File: src/rtl/sgi_affinity_dispatch_pkg.sv
package sgi_affinity_dispatch_pkg;

  localparam int SGI_NUM  = 16;
  localparam int SGI_W    = 4;
  localparam int AFF_W    = 32;
  localparam int LIST_W   = 16;

  // strobes from control to datapath
  typedef struct packed {
    logic load;
    logic eval;
    logic finish;
  } ctrlStrobes_t;

  typedef struct packed {
    logic [SGI_W-1:0]  sgiId;
    logic [7:0]        aff1;
    logic [7:0]        aff2;
    logic [7:0]        aff3;
    logic              bcast;
    logic [LIST_W-1:0] targets;
  } sgiReq_t;

  function automatic sgiReq_t decodeReq(input logic [63:0] w);
    sgiReq_t r;
    r.sgiId   = w[27:24];
    r.aff1    = w[23:16];
    r.aff2    = w[39:32];
    r.aff3    = w[55:48];
    r.bcast   = w[40];
    r.targets = w[15:0];
    return r;
  endfunction

endpackage

File: src/rtl/sgi_affinity_dispatch_ctrl.sv
module sgi_affinity_dispatch_ctrl
  import sgi_affinity_dispatch_pkg::*;
#(
  parameter int NUM_PROC = 8,
  parameter int IDX_W    = (NUM_PROC > 1) ? $clog2(NUM_PROC) : 1
) (
  input  logic             clk,
  input  logic             rst_n,
  input  logic             reqValid,
  input  logic             listClearNext,
  output ctrlStrobes_t     strobes,
  output logic [IDX_W-1:0] scanIdx,
  output logic             busy
);

  localparam logic [IDX_W-1:0] LAST_IDX = IDX_W'(NUM_PROC - 1);

  logic             busyQ;
  logic [IDX_W-1:0] idxQ;

  always_comb begin
    strobes.load   = reqValid && !busyQ;
    strobes.eval   = busyQ;
    strobes.finish = busyQ && ((idxQ == LAST_IDX) || listClearNext);
  end

  always_ff @(posedge clk or negedge rst_n) begin
    if (!rst_n) begin
      busyQ <= 1'b0;
      idxQ  <= '0;
    end else if (strobes.load) begin
      busyQ <= 1'b1;
      idxQ  <= '0;
    end else if (strobes.finish) begin
      busyQ <= 1'b0;
      idxQ  <= '0;
    end else if (strobes.eval) begin
      idxQ  <= idxQ + 1'b1;
    end
  end

  assign scanIdx = idxQ;
  assign busy    = busyQ;

  AST_IDX_RANGE: assert property (@(posedge clk) disable iff (!rst_n)
    busyQ |-> (int'(idxQ) < NUM_PROC));

  AST_SCAN_ADVANCE: assert property (@(posedge clk) disable iff (!rst_n)
    (busyQ && !strobes.finish) |=> (busyQ && idxQ == $past(idxQ) + 1'b1));

  AST_START_AT_ZERO: assert property (@(posedge clk) disable iff (!rst_n)
    (reqValid && !busyQ) |=> (busyQ && idxQ == '0));

endmodule

File: src/rtl/sgi_affinity_dispatch_dp.sv
module sgi_affinity_dispatch_dp
  import sgi_affinity_dispatch_pkg::*;
#(
  parameter int NUM_PROC = 8,
  parameter int IDX_W    = (NUM_PROC > 1) ? $clog2(NUM_PROC) : 1
) (
  input  logic                       clk,
  input  logic                       rst_n,
  input  ctrlStrobes_t               strobes,
  input  logic [IDX_W-1:0]           scanIdx,
  input  logic [63:0]                reqWord,
  input  logic                       reqAllowG1,
  input  logic [IDX_W-1:0]           reqSrcIdx,
  input  logic [NUM_PROC*AFF_W-1:0]  procAffinity,
  input  logic [NUM_PROC*SGI_NUM-1:0] sgiGroup,
  input  logic [NUM_PROC*SGI_NUM-1:0] sgiHw,
  output logic                       listClearNext,
  output logic                       pendValid,
  output logic                       injValid,
  output logic [IDX_W-1:0]           sigProc,
  output logic [SGI_W-1:0]           sigSgi,
  output logic                       done
);

  // per-processor views of the flat tables
  logic [AFF_W-1:0]   affArr [NUM_PROC];
  logic [SGI_NUM-1:0] grpArr [NUM_PROC];
  logic [SGI_NUM-1:0] hwArr  [NUM_PROC];

  for (genvar g = 0; g < NUM_PROC; g++) begin : g_unpack
    assign affArr[g] = procAffinity[g*AFF_W +: AFF_W];
    assign grpArr[g] = sgiGroup[g*SGI_NUM +: SGI_NUM];
    assign hwArr[g]  = sgiHw[g*SGI_NUM +: SGI_NUM];
  end

  sgiReq_t           reqQ;
  logic              allowQ;
  logic [IDX_W-1:0]  srcQ;
  logic [LIST_W-1:0] workList;
  logic              grp1Q;

  logic [AFF_W-1:0]  curAff;
  logic [7:0]        lvl0;
  logic              upperHit;
  logic              inList;
  logic              tgtHit;
  logic              bcastHit;
  logic              hit;
  logic              curGrp;
  logic              curHw;
  logic              allowed;
  logic [LIST_W-1:0] listNext;

  always_comb begin
    curAff   = affArr[scanIdx];
    lvl0     = curAff[7:0];
    upperHit = (curAff[15:8]  == reqQ.aff1) &&
               (curAff[23:16] == reqQ.aff2) &&
               (curAff[31:24] == reqQ.aff3);
    inList   = (lvl0[7:4] == 4'd0) && workList[lvl0[3:0]];
    tgtHit   = !reqQ.bcast && upperHit && inList;
    bcastHit = reqQ.bcast && (scanIdx != srcQ);
    hit      = strobes.eval && (tgtHit || bcastHit);
    curGrp   = grpArr[scanIdx][reqQ.sgiId];
    curHw    = hwArr[scanIdx][reqQ.sgiId];
    allowed  = !curGrp || allowQ;
    listNext = workList;
    if (tgtHit) listNext[lvl0[3:0]] = 1'b0;
    listClearNext = !reqQ.bcast && (listNext == '0);
  end

  always_ff @(posedge clk or negedge rst_n) begin
    if (!rst_n) begin
      reqQ     <= '0;
      allowQ   <= 1'b0;
      srcQ     <= '0;
      workList <= '0;
    end else if (strobes.load) begin
      reqQ     <= decodeReq(reqWord);
      allowQ   <= reqAllowG1;
      srcQ     <= reqSrcIdx;
      workList <= decodeReq(reqWord).targets;
    end else if (strobes.eval) begin
      workList <= listNext;
    end
  end

  always_ff @(posedge clk or negedge rst_n) begin
    if (!rst_n) begin
      pendValid <= 1'b0;
      injValid  <= 1'b0;
      sigProc   <= '0;
      sigSgi    <= '0;
      grp1Q     <= 1'b0;
      done      <= 1'b0;
    end else begin
      pendValid <= hit && allowed && !curHw;
      injValid  <= hit && allowed && curHw;
      sigProc   <= scanIdx;
      sigSgi    <= reqQ.sgiId;
      grp1Q     <= curGrp;
      done      <= strobes.finish;
    end
  end

  AST_ONE_KIND: assert property (@(posedge clk) disable iff (!rst_n)
    !(pendValid && injValid));

  AST_G1_GATED: assert property (@(posedge clk) disable iff (!rst_n)
    (pendValid || injValid) |-> (!grp1Q || allowQ));

  AST_NO_SELF_BCAST: assert property (@(posedge clk) disable iff (!rst_n)
    ((pendValid || injValid) && reqQ.bcast) |-> (sigProc != srcQ));

  AST_LIST_SHRINKS: assert property (@(posedge clk) disable iff (!rst_n)
    (strobes.eval && tgtHit) |=>
      ($countones(workList) == $countones($past(workList)) - 1));

endmodule

File: src/rtl/sgi_affinity_dispatch.sv
module sgi_affinity_dispatch
  import sgi_affinity_dispatch_pkg::*;
#(
  parameter int NUM_PROC = 8,
  parameter int IDX_W    = (NUM_PROC > 1) ? $clog2(NUM_PROC) : 1
) (
  input  logic                        clk,
  input  logic                        rst_n,
  input  logic                        reqValid,
  input  logic [63:0]                 reqWord,
  input  logic                        reqAllowG1,
  input  logic [IDX_W-1:0]            reqSrcIdx,
  input  logic [NUM_PROC*32-1:0]      procAffinity,
  input  logic [NUM_PROC*16-1:0]      sgiGroup,
  input  logic [NUM_PROC*16-1:0]      sgiHw,
  output logic                        busy,
  output logic                        pendValid,
  output logic                        injValid,
  output logic [IDX_W-1:0]            sigProc,
  output logic [3:0]                  sigSgi,
  output logic                        done
);

  ctrlStrobes_t     strobes;
  logic [IDX_W-1:0] scanIdx;
  logic             listClearNext;

  sgi_affinity_dispatch_ctrl #(.NUM_PROC(NUM_PROC), .IDX_W(IDX_W)) u_ctrl (
    .clk           (clk),
    .rst_n         (rst_n),
    .reqValid      (reqValid),
    .listClearNext (listClearNext),
    .strobes       (strobes),
    .scanIdx       (scanIdx),
    .busy          (busy)
  );

  sgi_affinity_dispatch_dp #(.NUM_PROC(NUM_PROC), .IDX_W(IDX_W)) u_dp (
    .clk           (clk),
    .rst_n         (rst_n),
    .strobes       (strobes),
    .scanIdx       (scanIdx),
    .reqWord       (reqWord),
    .reqAllowG1    (reqAllowG1),
    .reqSrcIdx     (reqSrcIdx),
    .procAffinity  (procAffinity),
    .sgiGroup      (sgiGroup),
    .sgiHw         (sgiHw),
    .listClearNext (listClearNext),
    .pendValid     (pendValid),
    .injValid      (injValid),
    .sigProc       (sigProc),
    .sigSgi        (sigSgi),
    .done          (done)
  );

  AST_DONE_IDLE: assert property (@(posedge clk) disable iff (!rst_n)
    done |-> !busy);

  AST_PULSE_AFTER_SCAN: assert property (@(posedge clk) disable iff (!rst_n)
    (pendValid || injValid) |-> $past(busy));

endmodule

File: config.mk
export PLATFORM = sky130hd
export DESIGN_NAME = sgi_affinity_dispatch
export DESIGN_NICKNAME = d
export VERILOG_FILES = /design/src/rtl/sgi_affinity_dispatch_pkg.sv /design/src/rtl/sgi_affinity_dispatch_ctrl.sv /design/src/rtl/sgi_affinity_dispatch_dp.sv /design/src/rtl/sgi_affinity_dispatch.sv
export SDC_FILE = /design/constraint.sdc
export NUM_CORES = 1
export LEC_CHECK = 0
export BUFFER_PORTS_ARGS = -buffer_cell sky130_fd_sc_hd__buf_2
export CAP_MARGIN = 15
export CORE_AREA = 2 2 229 231
export DETAILED_ROUTE_END_ITERATION = 10
export DIE_AREA = 0 0 231 233
export RECOVER_POWER = 25
export SLEW_MARGIN = 30
export SYNTH_ARGS = -nofsm -noshare
export SYNTH_HDL_FRONTEND = slang
export SYNTH_HIERARCHICAL = 1
export SYNTH_SLANG_ARGS = --single-unit
File: constraint.sdc
create_clock -name clk -period 7.1 [get_ports clk]
set_clock_uncertainty 0.2 [all_clocks]
set_input_delay 0.355 -clock clk [delete_from_list [all_inputs] [get_ports clk]]
set_output_delay 0.355 -clock clk [all_outputs]
set_load 0.005 [all_outputs]
==> results.cfg <==
[detailed_routing]
vias = 7938
drt-initial-drc-count = 301
ant_nets = 0
wl_per_cell_um = 18.90
firstDrtPassIters = 5
route.detailed.drc = 0
routed_wl_um = 35260
vias_per_cell = 4.256

[sta]
finalCritPeriodShare = 0.7529
period_needed_ps = 5345
slew_headroom = -1.227
setup_viol = 0
rsz0062_at_grt = no
finalHoldViolCount = 0
max_freq_mhz = 187.1
drv_slew = 55
tightest_slew_ps = 3340
timing.final.ws_setup_ps = 1755
setup_tns_ps = 0

[synth]
ys_warn_count = 6
syn_inst = 588
postSynthAreaPerCell_um2 = 12.04
synth_top_cell_by_area = mux4_2
yosysSeqAreaShare = 0.2226
yosys-top-cells-area = mux4_2 34%, dfrtp_1 22%, mux2i_1 12%, mux2_2 5.6%, a22oi_1 3.1%
synthFlopType = dfrtp_1
synth.distinct_cells = 54
netlist_area_um2 = 7082
ys_ff_latch = 63
async_flop_share = 1.000
syn_nets = 1173
synth_edf_count = 0
synth_top_area_frac = 0.3371

[power]
vdd_drop_max_mv = 0.1640
power.density_nw_per_um2 = 344.7
p_leak_nw = 5.141

[clock_tree]
clock_sinks = 63
post_cts_buffers = 0
ctsHtreeMaxLevel = 3
clk_latency_ps = 370
cts.path.max_buffers = 2
tritoncts = built
cts_buffers = 9
clk_pin_slew_ps = 60
root_buffer = clkbuf_16

[placement]
gp_congestion = 0.8932
post-place-ws_ps = 1681
port_buffers = 574
placed_cell_area_um2 = 10660
place_hpwl_um = 29090

[global_routing]
grt_usage = 0.1283
grt_pass1_vias = 8394
grt_pass1_wl_um = 50610
antenna_found_initial = 7
grt_max_degree = 55
grt_overflow = 0

[cells_and_area]
layout_commonest_cell = buf_2
drive_above_1_share = 0.6325
final_cell_mix = 567 x buf_2, 106 x mux4_2, 88 x mux2i_1
syn_to_final_growth_pct = 61.18
nets = 1761
final_cell_area_um2 = 11410

[floorplanning]
die_y_um = 233
dieArea_um2 = 53820
fp-row-count = 83
pin_count = 594
die_w_um = 231
coreArea_um2 = 51090
start_util = 0.1386

[worst_setup_path]
cp-end-kind = flop
critPathArrivalTime_ps = 5400
crit_required_ps = 7160
worst_setup_path_start_kind = flop
crit_type = flop to flop
r2r_setup_slack_ps = 1750
crit_fanout = 39

[job]
drv_cap = 1

[hold_path]
hold_class = primary input to flop

[run_status]
violations = max-capacitance violations, max-slew violations
outcome = finished with violations
synthesized netlist by cell type, types with 5 or more instances:
cell	instances
nand4_1	7
a21o_1	9
and3_1	7
buf_1	10
xor2_1	6
clkbuf_1	17
nand3_1	15
mux2i_1	88
nand2b_1	9
nor2b_1	6
a22oi_1	29
nand2_1	35
nor4_1	8
nor2_1	7
a21oi_1	14
xnor2_1	9
buf_4	6
buf_2	16
mux4_2	106
o41ai_1	5
mux2_2	35
o21ai_0	29
dfrtp_1	63
stage by stage:
step	total power (W)	std cells	util	hold WS [ps]
final	0.003935	1865	0.2234	29.06
after global routing	0.004239	1865	0.2234	23.45
after CTS	0.004023	1861	0.2236	0.3625
after detailed placement	0.003436	1801	0.2086	-10.42
after global placement	0.003394	1801	0.2086	-11.42
after floorplan	0.002653	588	-	-140.6
cells by family (layout without fill, tap and decap cells):
family	after synthesis	in the layout	synth area share
fa+ha+maj	2	2	0.003533
other cells	0	4	0
xor+xnor	15	15	0.01855
compound gates	115	115	0.1124
flops	63	63	0.2226
simple gates	108	108	0.08216
mux	230	230	0.5208
buf+inv	55	648	0.03993
repair_timing:
item                      in CTS  in global routing
hold buffers                  44                  0
resized for setup              0                  0
hold endpoints to repair      52                  0
worst paths after layout:
kind | endpoint | from | cells past startpoint
min reg2reg | u_dp/reqQ[42] | u_dp/reqQ[42] | 1
min | u_dp/workList[4] | reqWord[4] | 3
max | u_ctrl/scanIdx[1] | u_ctrl/scanIdx[0] | 12
max reg2reg | u_ctrl/scanIdx[1] | u_ctrl/scanIdx[0] | 12
max in group asynchronous | u_ctrl/scanIdx[1] | rst_n | 3
min in group asynchronous | u_dp/reqQ[44] | rst_n | 2
layout make-up:
class	instances	area, um^2
clock inverters	4	77.57
well taps	680	850.8
inverters	2	7.507
flip-flops and latches	63	1588
clock buffers	12	246.5
multi-input cells	470	5235
diodes	4	10.01
fillers	5576	39680
repair buffers	630	3400
registers in the layout, indices dropped and copies added, names as in the netlist:
register and count:
u_dp/allowQ 1, u_ctrl/busy 1, u_dp/reqQ 29, u_ctrl/scanIdx 3
u_dp/sigSgi 4, u_dp/done 1, u_dp/srcQ 3, u_dp/workList 16
u_dp/injValid 1, u_dp/sigProc 3, u_dp/pendValid 1
layer usage:
| layer | share of wire | global-route usage |
|---|---|---|
| met4 | 0.029 | 0.04778 |
| met2 | 0.51 | 0.2296 |
| met1 | 0.40 | 0.1501 |
| met3 | 0.059 | 0.02672 |
| met5 | 0.00085 | 0 |
critical path: stages, from the launching register on:
cell and delay, ps:
dfrtp_4 930, and2_1 830, a22oi_1 270, a21o_1 260
a21oi_2 150, nand4_2 190, nor4_4 660, nand3_1 340
or3b_1 440, a221oi_2 290, and4_1 260, nor2_2 80
a32o_1 260
power by group:
| group | internal (W) | total [W] | switching (W) |
|---|---|---|---|
| clock | 0.000320 | 0.000525 | 0.000205 |
| combinational | 0.00136 | 0.00256 | 0.00120 |
| sequential | 0.000535 | 0.000855 | 0.000320 |
| total | 0.00222 | 0.00394 | 0.00172 |
Power figures use the tool's default switching activity.
